## src/rtl/sdg_pkg.sv

```systemverilog
package sdg_pkg;

    // Format class encoding seen on the fmt_class port.
    typedef enum logic [1:0] {
        FMT_COMP_SD    = 2'd0,
        FMT_COMP_PROG  = 2'd1,
        FMT_GRAPHICS   = 2'd2,
        FMT_RESERVED   = 2'd3
    } fmt_class_e;

    // Configuration captured every cycle by the width selector.
    typedef struct packed {
        logic       manual;
        fmt_class_e fmt;
    } width_cfg_t;

    // Sync lines rest high (negative-going pulses).
    localparam logic SYNC_IDLE = 1'b1;

    // Pick the minimum pulse width for a configuration.
    function automatic int pick_width(
        input width_cfg_t cfg,
        input int         manual_w,
        input int         long_w,
        input int         short_w
    );
        int w;
        if (cfg.manual) begin
            w = (manual_w == 0) ? 1 : manual_w;
        end else if (cfg.fmt == FMT_COMP_SD) begin
            w = long_w;
        end else begin
            w = short_w;
        end
        return w;
    endfunction

endpackage

```

## src/rtl/sdg_sync2.sv

```systemverilog
module sdg_sync2 #(
    parameter int   W       = 3,
    parameter logic RST_VAL = 1'b1
) (
    input  logic         clk,
    input  logic         rst,
    input  logic [W-1:0] d_async,
    output logic [W-1:0] q_sync
);

    logic [W-1:0] meta_q;
    logic [W-1:0] stab_q;

    always_ff @(posedge clk) begin
        if (rst) begin
            meta_q <= {W{RST_VAL}};
            stab_q <= {W{RST_VAL}};
        end else begin
            meta_q <= d_async;
            stab_q <= meta_q;
        end
    end

    assign q_sync = stab_q;

endmodule

```

## src/rtl/sdg_width_sel.sv

```systemverilog
module sdg_width_sel
    import sdg_pkg::*;
#(
    parameter int CNT_W       = 4,
    parameter int LONG_WIDTH  = 5,
    parameter int SHORT_WIDTH = 2,
    parameter int FIXED_WIDTH = 0
) (
    input  logic             clk,
    input  logic             rst,
    input  width_cfg_t       cfg,
    input  logic [CNT_W-1:0] manual_width,
    output logic [CNT_W-1:0] thr_q
);

    localparam int          RESET_W  = (FIXED_WIDTH > 0) ? FIXED_WIDTH : LONG_WIDTH;
    localparam logic [CNT_W-1:0] RESET_THR = CNT_W'(RESET_W);

    generate
        if (FIXED_WIDTH > 0) begin : g_fixed
            // Configuration is deliberately not observed in this variant.
            logic unused_cfg;
            assign unused_cfg = ^{cfg, manual_width};

            always_ff @(posedge clk) begin
                if (rst) begin
                    thr_q <= RESET_THR;
                end else begin
                    thr_q <= RESET_THR;
                end
            end
        end else begin : g_adaptive
            logic [CNT_W-1:0] thr_d;

            always_comb begin
                thr_d = CNT_W'(pick_width(cfg, int'(manual_width),
                                          LONG_WIDTH, SHORT_WIDTH));
            end

            always_ff @(posedge clk) begin
                if (rst) begin
                    thr_q <= RESET_THR;
                end else begin
                    thr_q <= thr_d;
                end
            end
        end
    endgenerate

endmodule

```

## src/rtl/sdg_lane_filter.sv

```systemverilog
module sdg_lane_filter
    import sdg_pkg::*;
#(
    parameter int CNT_W = 4
) (
    input  logic             clk,
    input  logic             rst,
    input  logic             s_in,
    input  logic [CNT_W-1:0] thr,
    output logic             level_q
);

    localparam int ACC_W = CNT_W + 1;

    logic [CNT_W-1:0] run_q;
    logic [ACC_W-1:0] run_inc;
    logic             differs;
    logic             reached;

    always_comb begin
        differs = s_in ^ level_q;
        run_inc = {1'b0, run_q} + ACC_W'(1);
        reached = (run_inc >= {1'b0, thr});
    end

    always_ff @(posedge clk) begin
        if (rst) begin
            level_q <= SYNC_IDLE;
            run_q   <= '0;
        end else if (!differs) begin
            run_q   <= '0;
        end else if (reached) begin
            level_q <= s_in;
            run_q   <= '0;
        end else begin
            run_q   <= run_inc[CNT_W-1:0];
        end
    end

endmodule

```

## src/rtl/sdg_deglitch_top.sv

```systemverilog
module sdg_deglitch_top
    import sdg_pkg::*;
#(
    parameter int LANES       = 3,
    parameter int CNT_W       = 4,
    parameter int LONG_WIDTH  = 5,
    parameter int SHORT_WIDTH = 2,
    parameter int FIXED_WIDTH = 0
) (
    input  logic             clk,
    input  logic             rst,
    input  logic [LANES-1:0] sync_raw,
    input  logic [1:0]       fmt_class,
    input  logic             manual_en,
    input  logic [CNT_W-1:0] manual_width,
    output logic [LANES-1:0] sync_clean
);

    logic [LANES-1:0] sync_s;
    logic [CNT_W-1:0] thr_q;
    width_cfg_t       cfg;

    always_comb begin
        cfg.manual = manual_en;
        cfg.fmt    = fmt_class_e'(fmt_class);
    end

    sdg_sync2 #(
        .W       (LANES),
        .RST_VAL (SYNC_IDLE)
    ) u_sync (
        .clk     (clk),
        .rst     (rst),
        .d_async (sync_raw),
        .q_sync  (sync_s)
    );

    sdg_width_sel #(
        .CNT_W       (CNT_W),
        .LONG_WIDTH  (LONG_WIDTH),
        .SHORT_WIDTH (SHORT_WIDTH),
        .FIXED_WIDTH (FIXED_WIDTH)
    ) u_width (
        .clk          (clk),
        .rst          (rst),
        .cfg          (cfg),
        .manual_width (manual_width),
        .thr_q        (thr_q)
    );

    generate
        for (genvar i = 0; i < LANES; i++) begin : g_lane
            sdg_lane_filter #(
                .CNT_W (CNT_W)
            ) u_filt (
                .clk     (clk),
                .rst     (rst),
                .s_in    (sync_s[i]),
                .thr     (thr_q),
                .level_q (sync_clean[i])
            );
        end
    endgenerate

endmodule

```

## config.mk

```make
export PLATFORM = sky130hd
export DESIGN_NAME = sdg_deglitch_top
export DESIGN_NICKNAME = d
export VERILOG_FILES = /design/src/rtl/sdg_pkg.sv /design/src/rtl/sdg_sync2.sv /design/src/rtl/sdg_width_sel.sv /design/src/rtl/sdg_lane_filter.sv /design/src/rtl/sdg_deglitch_top.sv
export SDC_FILE = /design/constraint.sdc
export NUM_CORES = 1
export LEC_CHECK = 0
export BUFFER_PORTS_ARGS = -buffer_cell sky130_fd_sc_hd__buf_2
export CAP_MARGIN = 5
export CELL_PAD_IN_SITES_DETAIL_PLACEMENT = 1
export CELL_PAD_IN_SITES_GLOBAL_PLACEMENT = 1
export CORE_ASPECT_RATIO = 0.7
export CORE_MARGIN = 3
export CORE_UTILIZATION = 43
export CTS_CLUSTER_DIAMETER = 80
export CTS_CLUSTER_SIZE = 14
export DETAILED_ROUTE_END_ITERATION = 10
export PLACE_DENSITY = 0.75
export SYNTH_ARGS = -nofsm -noshare
export SYNTH_HDL_FRONTEND = slang
export SYNTH_HIERARCHICAL = 1
export SYNTH_SLANG_ARGS = --single-unit
```

## constraint.sdc

```tcl
create_clock -name clk -period 1.9 [get_ports clk]
set_input_delay 0.095 -clock clk [delete_from_list [all_inputs] [get_ports clk]]
set_output_delay 0.095 -clock clk [all_outputs]
set_load 0.02 [all_outputs]
```

==> impl_metrics.env, run 1 <==
export IMPL_ctsRootBufferMaster="clkbuf_8"
export IMPL_io_buffer_count=14
export IMPL_power_internal_uw=744
export IMPL_start_util_pct=47.1
export IMPL_fill_cells=292
export IMPL_startpoint_type="register"
export IMPL_fmax_ghz=0.567
export IMPL_netSwitchingFraction_pct=22.9
export IMPL_synth_seq_cells=25
export IMPL_drt_drc_violations_left=0
export IMPL_numCtsBuffers=3
export IMPL_reg2reg_from="g_lane[1].u_filt/run_q[0]"
export IMPL_critical_path_startpoint="g_lane[1].u_filt/run_q[0]"
export IMPL_htreeDepth=1
export IMPL_synth_distinct_cells=22
export IMPL_outcome="finished, final reports clean"
export IMPL_synthCells=119
export IMPL_seq_area_um2=500
export IMPL_grt_pass1_vias=976
export IMPL_grt_overflow=0
export IMPL_clk_pin_slew_ns=0.08
export IMPL_post_synth_cell_area_avg_um2=10.1
export IMPL_cap_violations=0
export IMPL_fin_crit_sh_pct=92.9
export IMPL_synth_top_area_share_pct=41.7
export IMPL_dieArea_um2=3470
export IMPL_finalCriticalPeriod_ns=1.76
export IMPL_grt_usage_pct=15.2
export IMPL_drt_pass1_iterations=3
export IMPL_routedWlPerCell_um=12.8
export IMPL_rows=15
export IMPL_synth_edf_count=0
export IMPL_finalHoldViolations=0
export IMPL_cp_max_fo=4
export IMPL_worstMarginPinSlew_ns=0.301
export IMPL_p_comb_share_pct=10.6
export IMPL_met1_usage_pct=17.1
export IMPL_wl_um=2230
export IMPL_cp_required_ns=2.10
export IMPL_core_area_um2=2550
export IMPL_grt_busiest_layer="met2"
export IMPL_die_w_um=69.2
export IMPL_dpl_hpwl_um=1780
export IMPL_final_nets=168
export IMPL_cellLeakagePower_uw=0.000664
export IMPL_insertion_delay_ns=0.27
export IMPL_antenna_found_initial=0
export IMPL_setup_violations_final=0
export IMPL_synth_nets=146
export IMPL_cts_sinks=25
export IMPL_clock_path_buffers=2
export IMPL_synth_main_ff_cell="dfxtp_1"
export IMPL_path_class="reg -> reg"
export IMPL_pwr_share_clk_pct=32.2
export IMPL_post_cts_buffers=0
export IMPL_gp_congestion=0.791
export IMPL_switching_power_uw=221
export IMPL_met3_usage_pct=5.20
export IMPL_rsz0062_at_grt="false"
export IMPL_finalInstanceArea_um2=1400
export IMPL_hold_class="in -> reg"
export IMPL_postSynth_asyncResetShare_pct=0
export IMPL_die_y_um=50.2
export IMPL_area_delta_synth_final_pct=16.3
export IMPL_vias=860
export IMPL_grt_pass1_wl_um=4130
export IMPL_synth_cells_most_frequent="25 x dfxtp_1, 15 x ha_1, 12 x nor2_1"
export IMPL_min_delay_start="manual_width[0]"
export IMPL_pwr_share_seq_pct=57.2
export IMPL_synth_seq_area_share_pct=41.7
export IMPL_vias_per_cell=4.94
export IMPL_endpoint_kind="register"
export IMPL_drv_slew=0
export IMPL_antennaDiodeCount=0
export IMPL_yosysTopAreaCell="dfxtp_1"
export IMPL_synth_cell_area_um2=1200
export IMPL_p_per_area_nw_per_um2=691
export IMPL_drt_iter0_markers=15
export IMPL_ir_worst_vdd_mv=0.469
export IMPL_arrival_ns=1.97
export IMPL_multi_input_area_um2=671
export IMPL_tns_ns=0
export IMPL_gr_usage_met2_pct=26.3
export IMPL_layout_drive_gt1_share_pct=17.1
export IMPL_postPlaceCellArea_um2=1310
export IMPL_finClkSkew_ns=0.00704
export IMPL_top_level_ports=15
export IMPL_synth_most_common_cell="dfxtp_1"
export IMPL_cts_tree="yes"
export IMPL_synthTopCellsByArea="dfxtp_1 42%, ha_1 16%, xnor2_1 4.4%"
export IMPL_grt_max_degree=17
export IMPL_slew_headroom_pct=79.9
export IMPL_ant_nets=0
export IMPL_ys_warn_count=6
==> cell families after synthesis <==
group / count (synthesis) / synth area share [%]
simple gates: 42 / 20.8
buf+inv: 10 / 3.13
xor+xnor: 9 / 6.56
fa+ha+maj: 15 / 15.6
compound gates: 15 / 9.69
flops: 25 / 41.7
mux: 3 / 2.50
==> registers in the layout (all words and copies together), names as in the netlist <==
name and cells:
g_lane.u_filt/run_q 12, u_width/thr_q 4, g_lane.u_filt/level_q 3, u_sync/meta_q 3, u_sync/q_sync 3
==> power groups by stage <==
stage	sequential [uW]	combinational, uW	clock (uW)
after CTS	552	103	329
after global placement	564	94.3	0
after floorplan	561	66.0	0
final	552	103	311
after detailed placement	565	97.7	0
after global routing	555	117	357
==> through the flow <==
step / util (%) / instances / power [uW] / worst slack [ns] / hold slack (ns)
2_1_floorplan: - / 119 / 627 / 0.398 / 0.192
3_3_place_gp: 51.5 / 167 / 658 / 0.194 / 0.273
3_5_place_dp: 51.5 / 167 / 662 / 0.152 / 0.278
4_1_cts: 54.4 / 174 / 984 / 0.119 / 0.0373
5_1_grt: 54.7 / 174 / 1030 / 0.00123 / 0.0537
6_report: 54.7 / 174 / 965 / 0.135 / 0.0495
==> repair_timing <==
item	4_1_cts	5_1_grt
hold buffers	3	0
hold endpoints to repair	3	0
resized for setup	0	3
endpoints found under the setup margin	0	4
==> cells in the final DEF, fill, tap and decap left out, types with 4 or more instances in the layout <==
cell	Yosys	layout
buf_2	0	14
dfxtp_1	25	25
ha_1	15	15
xnor2_1	6	6
inv_1	10	10
nand3_1	4	4
nor2b_1	6	6
or2_1	6	6
nor2_1	12	12
and3_1	5	5
==> critical path, stage by stage (launching register included) <==
cell,delay (ns)
dfxtp_1,0.39
ha_1,0.24
xor2_2,0.20
ha_1,0.25
o21ai_0,0.24
o21a_1,0.18
mux2i_1,0.19
==> final timing paths <==
kind / end / depth (start not counted) / slack [ns]
setup / recovery: g_lane[1].u_filt/level_q / 6 / 0.14
setup reg to reg: g_lane[1].u_filt/level_q / 6 / 0.14
hold reg to reg: u_sync/q_sync[1] / 1 / 0.41
hold / removal: u_width/thr_q[0] / 3 / 0.05
==> layout make-up <==
class,instances,area share (%)
Tap cell,34,3.05
Multi-Input combinational cell,84,48.0
Sequential cell,25,35.8
Inverter,10,2.69
Timing Repair Buffer,17,7.17
Clock buffer,4,3.23
==> layer usage <==
| metal | routed length [um] | vias up |
|---|---|---|
| met5 | 0 | - |
| met4 | 29 | 0 |
| met3 | 88 | 4 |
| met2 | 1000 | 14 |
| met1 | 1110 | 397 |
| li1 | - | 445 |
No activity file was read; power rests on OpenSTA's default activity.
==> inputs of run 2 (changes only) <==
--- a/config.mk
+++ b/config.mk
@@ -15,8 +15,7 @@
 export CTS_CLUSTER_DIAMETER = 80
 export CTS_CLUSTER_SIZE = 14
 export DETAILED_ROUTE_END_ITERATION = 10
-export PLACE_DENSITY = 0.75
+export PLACE_DENSITY = 0.76
 export SYNTH_ARGS = -nofsm -noshare
 export SYNTH_HDL_FRONTEND = slang
-export SYNTH_HIERARCHICAL = 1
 export SYNTH_SLANG_ARGS = --single-unit
==> run 2 against run 1 <==
  * The flow now finishes with violations (negative setup slack)
  * Critical path type unchanged
  * Non-clock buffer count grew 6
  * Global-route usage grew 2.1 points
  * Count of clock-buffer cells in the layout shrank 1
  * Synthesized cell count grew 2.5%
  * Power grew 5.1%
  * Highest routed layer unchanged
  * Sequential share of layout area shrank 1.5 points
  * Largest cell class unchanged
==> impl_metrics.env, run 2 <==
export IMPL_drt_drc_violations_left=0
export IMPL_place_inst=168
export IMPL_pre_cts_ws_ns=-0.0360
export IMPL_pwr_share_clk_pct=32.8
export IMPL_antennaDiodeCount=0
export IMPL_dieArea_um2=3410
export IMPL_yosysTopAreaCell="dfxtp_1"
export IMPL_cp_max_fo=3
export IMPL_cap_violations=0
export IMPL_ant_nets=0
export IMPL_ys_warn_count=0
export IMPL_gp_congestion=0.754
export IMPL_violations="negative setup slack"
export IMPL_p_comb_share_pct=12.4
export IMPL_hold_class="in -> reg"
export IMPL_synth_seq_area_share_pct=42.6
export IMPL_drv_slew=0
export IMPL_grt_overflow=0
export IMPL_slew_headroom_pct=77.9
export IMPL_synth_top_area_share_pct=42.6
export IMPL_stdcell_count=179
export IMPL_ir_worst_vdd_mv=0.522
export IMPL_clk_pin_slew_ns=0.09
export IMPL_rsz0062_at_grt="true"
export IMPL_ctsRootBufferMaster="clkbuf_8"
export IMPL_endpoint_kind="register"
export IMPL_postSynth_asyncResetShare_pct=0
export IMPL_cp_required_ns=2.11
export IMPL_drt_pass1_iterations=2
export IMPL_io_buffer_count=14
export IMPL_cellLeakagePower_uw=0.000682
export IMPL_synth_cell_area_um2=1170
export IMPL_synthCells=122
export IMPL_synth_distinct_cells=28
export IMPL_regMostFlops="g_lane.u_filt.run_q"
export IMPL_outcome="complete, but fails checks"
export IMPL_finalHoldViolations=0
export IMPL_synth_nets=149
export IMPL_core_area_um2=2530
export IMPL_top_regs="g_lane.u_filt.run_q: 12 flops, u_width.thr_q: 4 flops"
export IMPL_area_delta_synth_final_pct=24.9
export IMPL_grt_max_degree=17
export IMPL_path_class="reg -> reg"
export IMPL_drt_iter0_markers=7
export IMPL_fin_crit_sh_pct=103
export IMPL_clock_path_buffers=2
export IMPL_numCtsBuffers=3
export IMPL_synth_edf_count=0
export IMPL_final_nets=173
export IMPL_grt_pass1_wl_um=4290
export IMPL_htreeDepth=1
export IMPL_startpoint_type="register"
export IMPL_power_internal_uw=757
export IMPL_synth_most_common_cell="dfxtp_1"
export IMPL_die_y_um=49.7
export IMPL_grt_usage_pct=17.3
export IMPL_dpl_hpwl_um=1860
export IMPL_rows=15
export IMPL_post_synth_cell_area_avg_um2=9.63
export IMPL_setup_violations_final=3
export IMPL_fmax_ghz=0.513
export IMPL_pwr_share_seq_pct=54.8
export IMPL_insertion_delay_ns=0.27
export IMPL_synth_cells_most_frequent="25 x dfxtp_1, 15 x ha_1, 12 x nor2_1"
export IMPL_critical_path_slowest_cell="or4_4"
export IMPL_layout_drive_gt1_share_pct=32.4
export IMPL_critical_path_max_stage_delay_ns=0.50
export IMPL_grt_pass1_vias=946
export IMPL_antenna_found_initial=0
export IMPL_vias_per_cell=4.97
export IMPL_wl_um=2570
export IMPL_vias=889
export IMPL_cts_tree="yes"
export IMPL_p_per_area_nw_per_um2=691
export IMPL_arrival_ns=2.16
export IMPL_cts_sinks=25
export IMPL_synthTopCellsByArea="dfxtp_1 43%, ha_1 16%, nor2_1 3.8%"
export IMPL_switching_power_uw=258
export IMPL_routedWlPerCell_um=14.4
export IMPL_setup_ws_ns=-0.0492
export IMPL_finClkSkew_ns=0.00741
export IMPL_p_total_uw=1010
export IMPL_synth_main_ff_cell="dfxtp_1"
export IMPL_worstMarginPinSlew_ns=0.332
export IMPL_mostFrequentLayoutCells="22 x dfxtp_1, 14 x buf_2, 13 x ha_1"
export IMPL_worstPathCellList="ha_4 -> xor2_2 -> ha_1 -> a21oi_2 -> o21ai_2 -> or4_4 -> nor2b_2"
export IMPL_synth_seq_cells=25
export IMPL_largest_register_ffs=12
export IMPL_top_level_ports=15
export IMPL_die_w_um=68.5
export IMPL_final_common_cell="dfxtp_1"
export IMPL_start_util_pct=46.4
export IMPL_finalCriticalPeriod_ns=1.95
export IMPL_netSwitchingFraction_pct=25.4
==> run 2: what timing repair did <==
| item | 4_1_cts | 5_1_grt |
|---|---|---|
| hold buffers | 3 | 0 |
| resized for setup | 4 | 15 |
| hold endpoints to repair | 3 | 0 |
| pin swaps | 1 | 3 |
| setup buffers | 1 | 3 |
| setup endpoints to repair | 4 | 15 |
==> run 2: stage by stage <==
step / util (%) / hold slack, ns / area [um2] / TNS, ns
floorplan: - / 0.199 / 1170 / 0
global placement: 50.4 / 0.281 / 1280 / 0
detailed placement: 50.4 / 0.282 / 1280 / -0.0458
CTS: 54.5 / 0.0394 / 1380 / 0
global route: 57.9 / 0.0540 / 1470 / -0.374
finish: 57.9 / 0.0462 / 1470 / -0.114
==> run 2: layout make-up <==
type / count / area (um2)
Multi-Input combinational cell: 84 / 692
Inverter: 9 / 33.8
Fill cell: 294 / 1070
Sequential cell: 25 / 504
Timing Repair Buffer: 23 / 145
Clock buffer: 3 / 41.3
Tap cell: 34 / 42.5
Clock inverter: 1 / 8.76
==> run 2: cells by family (layout without fill, tap and decap cells) <==
group / Yosys count / in the layout / synth area share (%)
simple gates: 42 / 42 / 19.4
buf+inv: 13 / 36 / 5.11
xor+xnor: 9 / 9 / 6.71
mux: 2 / 2 / 1.70
compound gates: 16 / 16 / 8.52
flops: 25 / 25 / 42.6
fa+ha+maj: 15 / 15 / 16.0
==> run 2: final timing paths <==
kind / cells after the start / end / start / slack [ns]
setup / recovery: 7 / g_lane[0].u_filt.run_q[2] / g_lane[0].u_filt.run_q[0] / -0.05
hold / removal: 3 / u_width.thr_q[2] / manual_width[2] / 0.05
setup reg to reg: 7 / g_lane[0].u_filt.run_q[2] / g_lane[0].u_filt.run_q[0] / -0.05
hold reg to reg: 1 / u_sync.q_sync[2] / u_sync.meta_q[2] / 0.42
==> run 2: power by group through the flow <==
| stage | sequential (uW) | combinational (uW) | clock, uW |
|---|---|---|---|
| after detailed placement | 566 | 110 | 0 |
| after floorplan | 564 | 74.8 | 0 |
| after CTS | 554 | 119 | 347 |
| after global routing | 559 | 141 | 375 |
| after global placement | 565 | 103 | 0 |
| final | 556 | 126 | 333 |
==> run 2: critical path, delay by kind of cell, from the launching register on <==
kind            cells  cell delay, ns
compound gates      2            0.26
xor+xnor            1            0.17
fa+ha+maj           2            0.49
flops               1            0.35
simple gates        2            0.62
==> run 2: routing by layer <==
| layer | vias up | global-route usage, % | part of all wire (%) |
|---|---|---|---|
| li1 | 458 | - | - |
| met1 | 412 | 22.6 | 50 |
| met2 | 17 | 26.5 | 45 |
| met3 | 2 | 5.92 | 4.1 |
| met4 | 0 | 5.28 | 0.74 |
| met5 | - | 0 | 0 |
==> inputs of run 3 (changes only) <==
--- a/config.mk
+++ b/config.mk
@@ -10,7 +10,7 @@
 export CELL_PAD_IN_SITES_DETAIL_PLACEMENT = 1
 export CELL_PAD_IN_SITES_GLOBAL_PLACEMENT = 1
 export CORE_ASPECT_RATIO = 0.7
-export CORE_MARGIN = 3
+export CORE_MARGIN = 4
 export CORE_UTILIZATION = 43
 export CTS_CLUSTER_DIAMETER = 80
 export CTS_CLUSTER_SIZE = 14
==> constraint.sdc (replaced) <==
create_clock -name clk -period 1.9 [get_ports clk]
set_input_delay 0.095 -clock clk [delete_from_list [all_inputs] [get_ports clk]]
set_output_delay 0.095 -clock clk [all_outputs]
set_load 0.005 [all_outputs]
==> run 3 against run 2 <==
  * The run still ends with negative setup slack left
  * Via count down 2.1%
  * Wire length down 8.3%
  * Sequential power about the same
  * Largest power group unchanged
==> impl_metrics.env, run 3 (synthesis gave the netlist of run 2 again) <==
export IMPL_outcome="complete, but fails checks"
export IMPL_violations="negative setup slack"
export IMPL_core_area_um2=2530
export IMPL_grt_pass1_wl_um=4170
export IMPL_whs_ns=0.0508
export IMPL_drv_slew=0
export IMPL_arrival_ns=2.11
export IMPL_timing_rr_end="g_lane[0].u_filt.run_q[1]"
export IMPL_setup_ws_ns=-0.00503
export IMPL_rsz0062_at_grt="true"
export IMPL_numCtsBuffers=3
export IMPL_dpl_hpwl_um=1880
export IMPL_area_delta_synth_final_pct=21.5
export IMPL_grt_usage_pct=14.9
export IMPL_drt_iter0_markers=28
export IMPL_fmax_ghz=0.525
export IMPL_antennaDiodeCount=0
export IMPL_worstMarginPinSlew_ns=0.308
export IMPL_top_regs="g_lane.u_filt.run_q: 12 flops, u_width.thr_q: 4 flops"
export IMPL_setup_violations_final=3
export IMPL_fin_crit_sh_pct=100
export IMPL_mostFrequentLayoutCells="23 x dfxtp_1, 14 x ha_1, 14 x buf_2"
export IMPL_critical_path_slowest_cell="or4_4"
export IMPL_top_level_ports=15
export IMPL_crit_path_end="g_lane[0].u_filt.run_q[1]"
export IMPL_start_util_pct=46.4
export IMPL_slew_headroom_pct=79.4
export IMPL_grt_pass1_vias=932
export IMPL_vias=870
export IMPL_hold_class="in -> reg"
export IMPL_critical_path_startpoint="g_lane[0].u_filt.run_q[0]"
export IMPL_ff2ff_path_depth=7
export IMPL_routedWlPerCell_um=13.3
export IMPL_finalCriticalPeriod_ns=1.91
export IMPL_cp_required_ns=2.11
export IMPL_grt_max_degree=17
export IMPL_pwr_share_seq_pct=55.0
export IMPL_htreeDepth=1
export IMPL_drt_pass1_iterations=4
export IMPL_regMostFlops="g_lane.u_filt.run_q"
export IMPL_dieArea_um2=3650
export IMPL_drt_drc_violations_left=0
export IMPL_endpoint_kind="register"
export IMPL_gp_congestion=0.762
export IMPL_ant_nets=0
export IMPL_layout_drive_gt1_share_pct=28.7
export IMPL_largest_register_ffs=12
export IMPL_final_nets=171
export IMPL_finalInstanceArea_um2=1430
export IMPL_r2r_slack_ns=-0.005
export IMPL_insertion_delay_ns=0.28
export IMPL_p_comb_share_pct=11.7
export IMPL_cap_violations=0
export IMPL_p_per_area_nw_per_um2=708
export IMPL_cts_sinks=25
export IMPL_path_buf_inv=0
export IMPL_antenna_found_initial=0
export IMPL_stdcell_count=177
export IMPL_postPlaceCellArea_um2=1280
export IMPL_die_y_um=51.7
export IMPL_finClkSkew_ns=0.0124
export IMPL_clk_pin_slew_ns=0.10
export IMPL_ir_worst_vdd_mv=0.587
export IMPL_netSwitchingFraction_pct=25.2
export IMPL_startpoint_type="register"
export IMPL_switching_power_uw=254
export IMPL_final_common_cell="dfxtp_1"
export IMPL_rows=15
export IMPL_clock_path_buffers=2
export IMPL_reg2reg_from="g_lane[0].u_filt.run_q[0]"
export IMPL_cellLeakagePower_uw=0.000660
export IMPL_vias_per_cell=4.92
export IMPL_die_w_um=70.5
export IMPL_path_depth=7
export IMPL_critical_path_max_stage_delay_ns=0.52
export IMPL_worstPathCellList="ha_4 -> xor2_2 -> ha_1 -> a21oi_2 -> o21ai_1 -> or4_4 -> nor2_1"
export IMPL_path_class="reg -> reg"
export IMPL_pwr_share_clk_pct=33.3
export IMPL_pre_cts_ws_ns=-0.0557
export IMPL_finalHoldViolations=0
export IMPL_cp_max_fo=3
export IMPL_power_internal_uw=756
export IMPL_grt_overflow=0
export IMPL_cts_tree="yes"
export IMPL_wl_um=2360
export IMPL_utilization_pct=56.3
export IMPL_place_inst=168
export IMPL_crit_family="simple AND/OR/NAND/NOR gates"
export IMPL_io_buffer_count=14
export IMPL_ctsRootBufferMaster="clkbuf_8"
## run 3: stage by stage
| stage | setup TNS, ns | total power, uW |
|---|---|---|
| 2_1_floorplan | 0 | 635 |
| 3_3_place_gp | 0 | 664 |
| 3_5_place_dp | -0.119 | 672 |
| 4_1_cts | 0 | 1010 |
| 5_1_grt | -0.300 | 1070 |
| 6_report | -0.0126 | 1010 |
## run 3: how the worst min path moves through the flow
stage,from,end,slack (ns),cells after the start
6_report,manual_width[2],u_width.thr_q[2],0.05,3
5_1_grt,manual_width[3],u_width.thr_q[3],0.04,2
4_1_cts,manual_width[2],u_width.thr_q[2],0.04,3
3_5_place_dp,sync_raw[0],u_sync.meta_q[0],0.28,2
3_3_place_gp,sync_raw[2],u_sync.meta_q[2],0.28,2
2_1_floorplan,sync_raw[0],u_sync.meta_q[0],0.20,1
## run 3: what timing repair did
item,4_1_cts,5_1_grt
buffers inserted,1,1
endpoints found under the hold margin,3,0
pin swaps,1,1
hold buffers,3,0
resized for setup,6,7
setup endpoints to repair,3,9
cloned,0,0
## run 3: layout make-up
type | instances | area, um2
flip-flops and latches | 25 | 503
well taps | 34 | 42.5
multi-input cells | 84 | 664
clock buffers | 3 | 41.3
fillers | 294 | 1110
inverters | 9 | 33.8
clock inverters | 1 | 8.76
repair buffers | 21 | 134
## run 3: power groups by stage
stage | clock, uW | combinational, uW | sequential (uW)
floorplan | 0 | 70.7 | 564
global placement | 0 | 99.4 | 565
detailed placement | 0 | 106 | 567
CTS | 345 | 113 | 555
global route | 376 | 135 | 559
finish | 337 | 118 | 556
## run 3: metal layers
layer | up-vias | track usage, % | routed length, um
met5 | - | 0 | 0
met4 | 0 | 5.73 | 36
met3 | 4 | 5.02 | 114
met2 | 16 | 24.1 | 996
met1 | 397 | 18.5 | 1210
li1 | 453 | - | -
## run 3: tightest hold or removal path, stage by stage
cell,delay [ns]
buf_2,0.10
nand2_1,0.05
nand2_1,0.06
